[src/rtl/rev_cascade.sv]
module rev_cascade #(
  parameter int NW = 4,
  parameter int NS = 8,
  localparam int IW = (NW > 1) ? $clog2(NW) : 1,
  localparam int SW = (NS > 1) ? $clog2(NS) : 1
) (
  input  logic          clk,
  input  logic          rst_n,
  input  logic          cfg_we,
  input  logic [SW-1:0] cfg_slot,
  input  logic [1:0]    cfg_kind,
  input  logic [IW-1:0] cfg_tgt,
  input  logic [IW-1:0] cfg_aux,
  input  logic [NW-1:0] cfg_mask,
  output logic          cfg_reject,
  input  logic          in_valid,
  output logic          in_ready,
  input  logic [NW-1:0] in_data,
  input  logic          sweep_start,
  output logic          sweep_busy,
  output logic          out_valid,
  output logic [NW-1:0] out_data,
  output logic [NW-1:0] out_src
);
  localparam logic [1:0] K_NONE = 2'b00, K_CX = 2'b01, K_SWAP = 2'b10;

  logic [1:0]    s_kind [NS];
  logic [IW-1:0] s_tgt  [NS];
  logic [IW-1:0] s_aux  [NS];
  logic [NW-1:0] s_mask [NS];

  logic          p_v [NS];
  logic [NW-1:0] p_d [NS];
  logic [NW-1:0] p_s [NS];

  logic [NW-1:0] cnt;
  logic          illegal;

  function automatic logic [NW-1:0] gate_apply(input logic [1:0] k, input logic [IW-1:0] t,
      input logic [IW-1:0] a, input logic [NW-1:0] m, input logic [NW-1:0] v);
    logic [NW-1:0] r;
    r = v;
    if (k == K_CX && (v & m) == m) r[t] = ~v[t];
    else if (k == K_SWAP) begin
      r[t] = v[a];
      r[a] = v[t];
    end
    return r;
  endfunction

  assign illegal = (cfg_kind == 2'b11)
                || (32'(cfg_tgt) >= NW)
                || (cfg_kind == K_CX && cfg_mask[cfg_tgt])
                || (cfg_kind == K_SWAP && (32'(cfg_aux) >= NW || cfg_aux == cfg_tgt));

  always_ff @(posedge clk) begin
    if (!rst_n) begin
      cfg_reject <= 1'b0;
      for (int i = 0; i < NS; i++) begin
        s_kind[i] <= K_NONE;
        s_tgt[i]  <= '0;
        s_aux[i]  <= '0;
        s_mask[i] <= '0;
      end
    end else begin
      cfg_reject <= cfg_we && illegal;
      if (cfg_we && 32'(cfg_slot) < NS) begin
        s_kind[cfg_slot] <= illegal ? K_NONE : cfg_kind;
        s_tgt[cfg_slot]  <= cfg_tgt;
        s_aux[cfg_slot]  <= cfg_aux;
        s_mask[cfg_slot] <= cfg_mask;
      end
    end
  end

  assign in_ready = !sweep_busy;

  always_ff @(posedge clk) begin
    if (!rst_n) begin
      sweep_busy <= 1'b0;
      cnt        <= '0;
    end else if (sweep_busy) begin
      cnt <= cnt + 1'b1;
      if (&cnt) sweep_busy <= 1'b0;
    end else if (sweep_start) begin
      sweep_busy <= 1'b1;
      cnt        <= '0;
    end
  end

  logic          inj_v;
  logic [NW-1:0] inj_d;
  assign inj_v = sweep_busy || in_valid;
  assign inj_d = sweep_busy ? cnt : in_data;

  for (genvar g = 0; g < NS; g++) begin : g_stage
    logic          prev_v;
    logic [NW-1:0] prev_d, prev_s;
    if (g == 0) begin : g_first
      assign prev_v = inj_v;
      assign prev_d = inj_d;
      assign prev_s = inj_d;
    end else begin : g_next
      assign prev_v = p_v[g-1];
      assign prev_d = p_d[g-1];
      assign prev_s = p_s[g-1];
    end
    always_ff @(posedge clk) begin
      if (!rst_n) begin
        p_v[g] <= 1'b0;
        p_d[g] <= '0;
        p_s[g] <= '0;
      end else begin
        p_v[g] <= prev_v;
        p_d[g] <= gate_apply(s_kind[g], s_tgt[g], s_aux[g], s_mask[g], prev_d);
        p_s[g] <= prev_s;
      end
    end
  end

  assign out_valid = p_v[NS-1];
  assign out_data  = p_d[NS-1];
  assign out_src   = p_s[NS-1];
endmodule


[config.mk]
export PLATFORM = sky130hd
export DESIGN_NAME = rev_cascade
export DESIGN_NICKNAME = d
export VERILOG_FILES = /design/src/rtl/rev_cascade.sv
export SDC_FILE = /design/constraint.sdc
export NUM_CORES = 1
export LEC_CHECK = 0
export BUFFER_PORTS_ARGS = -buffer_cell sky130_fd_sc_hd__buf_4
export CORE_UTILIZATION = 32
export CTS_BUF_LIST = sky130_fd_sc_hd__clkbuf_2
export DETAILED_ROUTE_END_ITERATION = 8
export MAX_ROUTING_LAYER = met4
export PLACE_DENSITY = 0.44
export SLEW_MARGIN = 20
export SYNTH_ARGS = -nofsm -noshare
export SYNTH_HDL_FRONTEND = slang
export SYNTH_SLANG_ARGS = --single-unit
export TNS_END_PERCENT = 1
[constraint.sdc]
create_clock -name clk -period 3.7 [get_ports clk]
set_clock_uncertainty 0.1 [all_clocks]
set_input_delay 1.11 -clock clk [delete_from_list [all_inputs] [get_ports clk]]
set_output_delay 1.11 -clock clk [all_outputs]
set_load 0.03 [all_outputs]
==> results of run 1 <==
==> final cells by class <==
cell class | count | share of cell area
clock inverters | 15 | 0.02107
repair buffers | 39 | 0.03309
inverters | 40 | 0.01697
well taps | 324 | 0.04581
flip-flops and latches | 158 | 0.4480
multi-input cells | 552 | 0.4252
clock buffers | 17 | 0.009615
diodes | 1 | 0.0002828
==> cell usage in the layout (no fill, tap or decap), types with 26 or more instances in the layout <==
cell	n
edfxtp_1	80
and2_1	83
nor2_1	58
a21oi_1	26
nor2b_1	38
nand2_1	48
inv_1	40
dfxtp_1	78
and3_1	30
buf_4	39
==> power breakdown <==
part	switching [mW]	internal, mW
combinational	0.249	0.193
sequential	0.116	1.94
clock	0.760	0.255
total	1.13	2.38
==> metal layers <==
metal	part of all wire	wire length, um	vias to the layer above	track usage
met4	0.011	210	0	0.04113
met5	0	0	-	-
li1	-	-	2944	-
met1	0.48	9181	2897	0.2068
met3	0.033	625	16	0.02961
met2	0.48	9196	127	0.2571
==> worst max path at each step <==
stage                       end  slack (ns)  depth (start not counted)
finish                 in_ready        0.70                          2
global placement    s_tgt[3][1]        0.78                          6
detailed placement  s_tgt[3][0]        0.71                          6
floorplan           s_aux[0][0]        0.94                          6
CTS                    in_ready        0.63                          2
global route           in_ready        0.50                          2
==> cell families after synthesis <==
| logic type | count (synthesis) | share of synthesized area |
|---|---|---|
| AND/OR/NAND/NOR | 344 | 0.2346 |
| XOR/XNOR | 7 | 0.007648 |
| buffers and inverters | 76 | 0.03699 |
| AO/OA/AOI/OAI | 158 | 0.1455 |
| multiplexers | 42 | 0.07929 |
| flip-flops | 158 | 0.4945 |
| adder cells (fa/ha/maj) | 1 | 0.001561 |
==> flip-flops by register name, indices dropped and copies added (netlist names) <==
signal and flops:
s_tgt 16, s_mask 32, cfg_reject 1, sweep_busy 1
p_v 8, s_kind 16, cnt 4, p_d 32
p_s 32, s_aux 16
==> per-stage QoR <==
step                      hold slack [ns]  power [mW]
after floorplan                    0.3057       2.370
after detailed placement           0.3177       2.528
after CTS                          0.3398       3.561
after global placement             0.3127       2.518
after global routing               0.3239       3.701
final                              0.3362       3.508
==> impl_metrics.csv, run 1 <==
group,metric,value,unit
placed_design,gp_congestion,0.8393,
yosys,yosysMostFrequentCell,"and2_1",
timing,rsz0062_at_grt,"no",
status,status,"finished clean",
clocking,cts_setup_buffers,0,
yosys,synth_top_area_frac,0.2997,
grt,antenna_found_initial,1,
floorplan,start_util,0.3277,
critical_path,crit_path_start_kind,"flop",
route,detail_route.wl_per_cell,16.77,um
layout,multi_input_area,3762,um^2
grt,grt_usage,0.1600,
pwr,p_per_area,396.5,nW/um^2
yosys,synthCells,786,
critical_path,critPathLaunch,"sweep_busy",
yosys,synth_common_cells,"and2_1, edfxtp_1, dfxtp_1, nor2_1, nand2_1",
critical_path,critPathSlowestCell,"dfxtp_1",
placed_design,dp_hpwl,13.63,mm
route,first_iter_violations,336,
yosys,syn_nets,809,
timing,final_max_slew_viol_count,0,
timing,hold_viol_final,0,
yosys,synth-warning-count,0,
floorplan,rows,57,
route,postRouteAntennaNets,0,
yosys,netlist_area,8016,um^2
timing,period_share,0.8117,
layout,nFillCells,2419,
clocking,cts_sinks,158,
pwr,p_leak,3.240,nW
route,drt_wl_total,19.21,mm
yosys,ys_seq_elements,158,
clocking,cts-buffers-inserted,17,
timing,setup_slack,0.6967,ns
layout,seq_area,3964,um^2
min_path,hold_depth,1,
grt,grt_pass1_wl,31.25,mm
clocking,cts_htree_levels,4,
timing,tightest_slew,0.7720,ns
placed_design,placed_cell_area,8568,um^2
yosys,synth.avg_cell_area,10.20,um^2
grt,grt_remaining_overflow,0,
yosys,async_flop_share,0,
critical_path,rrSetupSlack,1.23,ns
floorplan,ios,34,
timing,max_freq,333.0,MHz
timing,period_minus_slack,3.003,ns
clocking,cts_tree,"yes",
critical_path,worstPathCellList,"inv_1, buf_4",
layout,syn2layout_area_growth,10.38,%
critical_path,reg2reg_depth,5,
critical_path,slowest_delay,0.71,ns
min_path,min_to,"p_s[1][3]",
critical_path,cp-end-kind,"output port",
timing,finalSetupTns,0,ns
clocking,clock_latency,0.75,ns
flow_run,cap_viol_max_count,0,
critical_path,path_max_fanout,13,
min_path,hold_start,"p_s[0][15]",
floorplan,die_w,160.3,um
placed_design,dp_slack,0.7053,ns
timing,setup_violations,0,
min_path,min_path_type,"flop to flop",
yosys,ys_seq_area_frac,0.4945,
placed_design,port_buffers,33,
floorplan,fp.dieH,160.3,um
critical_path,regToRegEndpoint,"p_d[0][3]",
clocking,postCtsHoldBufs,0,
critical_path,r2r-start,"sweep_busy",
clocking,cts_resized,0,
floorplan,dieArea,25690,um^2
critical_path,crit_buf_inv,2,
placed_design,dp_cells,1113,
layout,postLayoutCellArea,8848,um^2
grt,grt_pass1_vias,5774,
floorplan,coreArea,24460,um^2
clocking,clock-root-buffer,"clkbuf_2",
clocking,clk_pin_slew_worst_paths,0.30,ns
layout,layout-drive-gt1-share,0.1291,
yosys,synth_flop_cell,"edfxtp_1",
route,via_per_inst,5.222,
clocking,clk_path_buf_depth,2,
yosys,yosys.area.top_type,"edfxtp_1",
route,vias,5984,
route,route.detailed.drc,0,
critical_path,critPathArrivalTime,1.79,ns
yosys,synth.area.top_cells,"edfxtp_1, dfxtp_1, and2_1, mux4_2, nor2b_1",
layout,stdcell_count,1146,
timing,max_slew_margin,0.4842,
critical_path,worstPathRequired,2.49,ns
critical_path,worst_path_dominant_cell_family,"flip-flops",
layout,fin_nets,831,
layout,post-route-util,0.3617,
route,drtPass1Iterations,5,
yosys,synth_edf_count,80,
critical_path,critPathKind,"flop to output port",
grt,grt_max_degree,49,
pwr,irDropWorstVdd,0.2367,mV
yosys,synth_cell_types,66,
No activity file was read; power rests on OpenSTA's default activity.
==> run 2: changes to the inputs <==
- ABC_AREA: not set -> 1
- clock period: 3.7 -> 2.8 ns (I/O delays scaled with it)
==> impl_metrics.csv, run 2 <==
group,metric,value,unit
placed_design,gp_congestion,0.8275,
clocking,clock-root-buffer,"clkbuf_2",
critical_path,crit_path_start_kind,"flop",
yosys,async_flop_share,0,
min_path,hold_start,"in_valid",
timing,max_slew_margin,0.6563,
yosys,synth_top_area_frac,0.3048,
yosys,synth_common_cells,"nand2_1, nor2_1, inv_1, a21oi_1, edfxtp_1",
timing,period_minus_slack,2.447,ns
route,detail_route.wl_per_cell,13.36,um
timing,hold_viol_final,0,
floorplan,fp.dieH,159.0,um
critical_path,critPathArrivalTime,1.51,ns
clocking,clk_path_buf_depth,2,
yosys,synth_flop_cell,"edfxtp_1",
critical_path,cp-endpoint,"in_ready",
route,drt_wl_total,19.31,mm
timing,finalSetupTns,0,ns
timing,rsz0062_at_grt,"no",
floorplan,start_util,0.3251,
pwr,irDropWorstVdd,0.1802,mV
yosys,syn_nets,1085,
yosys,synth_cell_types,36,
floorplan,coreArea,24250,um^2
grt,grt_pass1_vias,6162,
layout,stdcell_count,1445,
critical_path,worstPathRequired,1.86,ns
critical_path,regToRegEndpoint,"p_d[1][11]",
timing,final_max_slew_viol_count,0,
layout,largestRegisters,"p_d x32, p_s x32, s_mask x32",
pwr,p_per_area,526.8,nW/um^2
flow_run,cap_viol_max_count,0,
route,drtPass1Iterations,5,
layout,layout-drive-gt1-share,0.09464,
critical_path,reg2reg_depth,8,
pwr,combPwrFrac,0.141,
yosys,synth_edf_count,80,
grt,grt_pass1_wl,31.88,mm
route,first_iter_violations,326,
yosys,yosysMostFrequentCell,"nand2_1",
clocking,clock_latency,0.73,ns
pwr,power_switching_share,0.3058,
clocking,cts_tree,"yes",
floorplan,dieArea,25270,um^2
yosys,netlist_area,7883,um^2
route,vias,6552,
route,via_per_inst,4.534,
timing,whs,0.2027,ns
critical_path,r2r-start,"s_tgt[6][1]",
grt,grt_max_degree,42,
layout,final_cell_mix,"nand2_1, nor2_1, inv_1",
grt,grt_remaining_overflow,0,
grt,grt_usage,0.1648,
clocking,cts-buffers-inserted,17,
pwr,seq_power_share,0.573,
yosys,synth-warning-count,0,
floorplan,die_w,159.0,um
yosys,synth.avg_cell_area,7.422,um^2
critical_path,rrSetupSlack,1.04,ns
yosys,synth.area.top_cells,"edfxtp_1, dfxtp_1, nand2_1, nor2_1, inv_1",
clocking,postCtsHoldBufs,0,
critical_path,path_max_fanout,10,
min_path,min_path_type,"input port to flop",
placed_design,dp_hpwl,14.06,mm
grt,antenna_found_initial,1,
timing,period_share,0.8740,
clocking,cts_htree_levels,4,
critical_path,critPathKind,"flop to output port",
timing,max_freq,408.6,MHz
layout,nFillCells,2572,
yosys,ys_seq_area_frac,0.5029,
layout,syn2layout_area_growth,11.84,%
pwr,clkPwrFrac,0.286,
status,status,"finished clean",
floorplan,rows,57,
pwr,p_leak,4.043,nW
clocking,cts_sinks,158,
timing,tightest_slew,0.5127,ns
route,postRouteAntennaNets,0,
floorplan,ios,34,
pwr,power_switching,1.420,mW
yosys,yosys.area.top_type,"edfxtp_1",
route,route.detailed.drc,0,
placed_design,dp_cells,1412,
critical_path,critPathLaunch,"sweep_busy",
critical_path,cp-end-kind,"output port",
placed_design,port_buffers,33,
yosys,ys_seq_elements,158,
clocking,cts_setup_buffers,0,
layout,final_common_cell,"nand2_1",
clocking,clk_pin_slew_worst_paths,0.24,ns
clocking,cts_resized,0,
pwr,p_int,3.224,mW
yosys,synthCells,1062,
timing,setup_violations,0,
layout,fin_nets,1130,
==> run 2: changes by cell type after synthesis, moves of 38 or more <==
cell / delta
nand2_1: +219
nor2_1: +137
a21oi_1: +55
nor2b_1: -38
and2_1: -83
inv_1: +113
==> run 2: area by class of cell <==
class / count / area, um^2 / area share
Inverter: 162 / 613.1 / 0.06954
Antenna cell: 1 / 2.502 / 0.0002838
Tap cell: 324 / 405.4 / 0.04598
Clock buffer: 17 / 85.08 / 0.009651
Timing Repair Buffer: 48 / 360.3 / 0.04087
Multi-Input combinational cell: 720 / 3208 / 0.3639
Clock inverter: 15 / 176.4 / 0.02001
Sequential cell: 158 / 3965 / 0.4498
==> run 2: cells by family after synthesis <==
group                      count (synthesis)  share of synthesized area
adders and majority gates                  1                   0.001587
DFF                                      158                     0.5029
AOI/OAI and AO/OA                        160                     0.1116
and+or+nand+nor                          559                     0.2938
buffers and inverters                    184                    0.09016
==> run 2: through the flow <==
step / power (mW) / worst slack [ns] / cell area, um^2 / util
final: 4.644 / 0.3527 / 8816 / 0.3636
after global routing: 4.931 / 0.1537 / 8816 / 0.3636
after CTS: 4.712 / 0.09609 / 8812 / 0.3634
after detailed placement: 3.370 / 0.5172 / 8551 / 0.3526
after global placement: 3.377 / 0.4901 / 8551 / 0.3526
after floorplan: 3.146 / 0.6110 / 7883 / -
==> run 2: worst max-delay path: stages (launching register included) <==
cell and delay (ns):
dfxtp_2 0.53, inv_6 0.07, buf_4 0.17
==> run 2: worst min path at each step <==
| stage | to | slack [ns] | cells after the start |
|---|---|---|---|
| floorplan | p_v[1][1] | 0.29 | 2 |
| global placement | p_s[1][7] | 0.29 | 2 |
| detailed placement | p_s[0][13] | 0.30 | 2 |
| CTS | p_v[0][0] | 0.12 | 3 |
| global route | p_v[0][0] | 0.08 | 3 |
| finish | p_v[0][0] | 0.20 | 3 |
==> run 2: power groups by stage <==
stage          clock network (mW)  registers, mW  logic (mW)
6_report                     1.33           2.66       0.657
5_1_grt                      1.49           2.68       0.756
4_1_cts                      1.39           2.66       0.663
3_5_place_dp                    0           2.71       0.660
3_3_place_gp                    0           2.71       0.665
2_1_floorplan                   0           2.68       0.470
==> run 2: routing by layer <==
layer	GRT usage	routed length (um)	vias to the layer above
li1	-	-	3475
met1	0.2205	9668	2993
met2	0.2574	8960	70
met3	0.02709	463	14
met4	0.04545	217	0
met5	-	0	-
==> run 3: changes to the inputs <==
- CORE_MARGIN: not set -> 2
==> impl_metrics.csv, run 3 (synthesis gave the netlist of run 2 again) <==
group,metric,value,unit
status,status,"finished clean",
clocking,cts_htree_levels,4,
placed_design,placed_cell_area,8543,um^2
pwr,p_per_area,521.5,nW/um^2
layout,postLayoutCellArea,8798,um^2
route,route.detailed.drc,0,
clocking,clk_path_buf_depth,2,
floorplan,ios,34,
grt,grt_pass1_vias,6173,
floorplan,fp.dieH,161.0,um
clocking,cts_sinks,158,
grt,grt_max_degree,40,
route,dr_wl_met2,8.740,mm
clocking,cts_setup_buffers,0,
grt,grt_usage,0.1607,
flow_run,cap_viol_max_count,0,
floorplan,start_util,0.3251,
grt,antenna_found_initial,1,
route,vias,6506,
route,via_per_inst,4.502,
timing,final_max_slew_viol_count,0,
layout,fin_nets,1129,
grt,grt_pass1_wl,31.82,mm
timing,tightest_slew,0.6546,ns
clocking,cts-buffers-inserted,17,
timing,period_minus_slack,2.508,ns
critical_path,critPathKind,"flop to output port",
pwr,p_leak,4.030,nW
clocking,clock_latency,0.77,ns
critical_path,reg2reg_depth,8,
critical_path,r2r-start,"s_tgt[6][1]",
floorplan,coreArea,24250,um^2
route,top_layer_used,"met4",
route,wl_met1,9.745,mm
min_path,hold_start,"in_valid",
clocking,cts_tree,"yes",
min_path,min_path_type,"input port to flop",
clocking,clk_pin_slew_worst_paths,0.30,ns
layout,syn2layout_area_growth,11.62,%
placed_design,gp_congestion,0.8170,
critical_path,cp-end-kind,"output port",
floorplan,die_w,161.0,um
route,drt_wl_total,19.34,mm
min_path,hold_depth,3,
placed_design,port_buffers,33,
timing,hold_viol_final,0,
layout,layout-drive-gt1-share,0.09473,
floorplan,rows,57,
timing,period_share,0.8957,
route,drtPass1Iterations,5,
clocking,clock-root-buffer,"clkbuf_2",
route,detail_route.wl_per_cell,13.39,um
timing,setup_violations,0,
critical_path,rrSetupSlack,1.01,ns
critical_path,crit_buf_inv,2,
layout,final_common_cell,"nand2_1",
critical_path,regToRegEndpoint,"p_d[1][11]",
critical_path,critPathArrivalTime,1.57,ns
critical_path,slowest_delay,0.55,ns
timing,max_freq,398.7,MHz
timing,rsz0062_at_grt,"no",
grt,grt_remaining_overflow,0,
pwr,irDropWorstVdd,0.2442,mV
timing,finalSetupTns,0,ns
route,postRouteAntennaNets,0,
critical_path,worst_path_dominant_cell_family,"flip-flops",
critical_path,worstPathCellList,"inv_6, buf_4",
layout,final_cell_mix,"nand2_1, nor2_1, inv_1",
floorplan,dieArea,25900,um^2
route,dr_wl_met3,573,um
placed_design,dp_hpwl,13.82,mm
timing,max_slew_margin,0.5629,
layout,largestRegisters,"p_d x32, p_s x32, s_mask x32",
critical_path,critPathSlowestCell,"dfxtp_2",
critical_path,path_max_fanout,10,
critical_path,crit_path_start_kind,"flop",
critical_path,worstPathRequired,1.86,ns
route,first_iter_violations,435,
min_path,min_to,"p_v[0][0]",
## run 3: changes by cell type in the layout (fill, tap and decap cells not counted), sizes merged
cell    change
diode       +1
inv         +1
clkinv      +1
buf         -1
bufinv      -2
## run 3: layer usage
layer,up-vias,track usage
li1,3473,-
met4,0,0.04667
met3,16,0.02712
met1,2926,0.2181
met5,-,-
met2,91,0.2478
## run 3: stage by stage
stage                     power (mW)  utilization  setup slack [ns]  std cells  hold WS (ns)
after floorplan                3.146            -            0.6110       1062        0.2864
after global placement         3.375       0.3523            0.5097       1411        0.2912
after detailed placement       3.366       0.3523            0.4965       1411        0.2953
after CTS                      4.667       0.3626           0.02123       1443       0.04601
after global routing           4.877       0.3628            0.1219       1445       0.05326
final                          4.588       0.3628            0.2921       1445        0.1426
## run 3: tightest hold or removal path: stages
cell and delay (ns):
buf_4 0.08, nor2_1 0.03, nor2_1 0.07
## run 3: repair_timing
item / in CTS / in global routing
hold endpoints to repair: 0 / 0
endpoints found under the setup margin: 0 / 2
hold buffers: 0 / 0
resized for setup: 0 / 1
## run 3: area by class of cell
| class | instances | area, um^2 |
|---|---|---|
| diodes | 2 | 5.005 |
| clock buffers | 17 | 85.08 |
| clock inverters | 15 | 163.9 |
| fillers | 2609 | 15450 |
| inverters | 162 | 613.1 |
| multi-input cells | 720 | 3208 |
| flip-flops and latches | 158 | 3965 |
| well taps | 324 | 405.4 |
| repair buffers | 47 | 352.8 |
## run 3: worst max path at each step
stage	from	end	slack (ns)	cells after the start
floorplan	rst_n	s_aux[0][0]	0.61	6
global placement	rst_n	s_aux[5][0]	0.51	5
detailed placement	rst_n	s_aux[5][1]	0.50	5
CTS	sweep_busy	in_ready	0.02	2
global route	sweep_busy	in_ready	0.12	2
finish	sweep_busy	in_ready	0.29	2
## run 3: report_power, final
group          internal (mW)  switching (mW)  total, mW
clock network          0.305           0.968       1.27
logic                  0.220           0.435      0.655
registers               2.56           0.102       2.66
total                   3.08            1.50       4.59
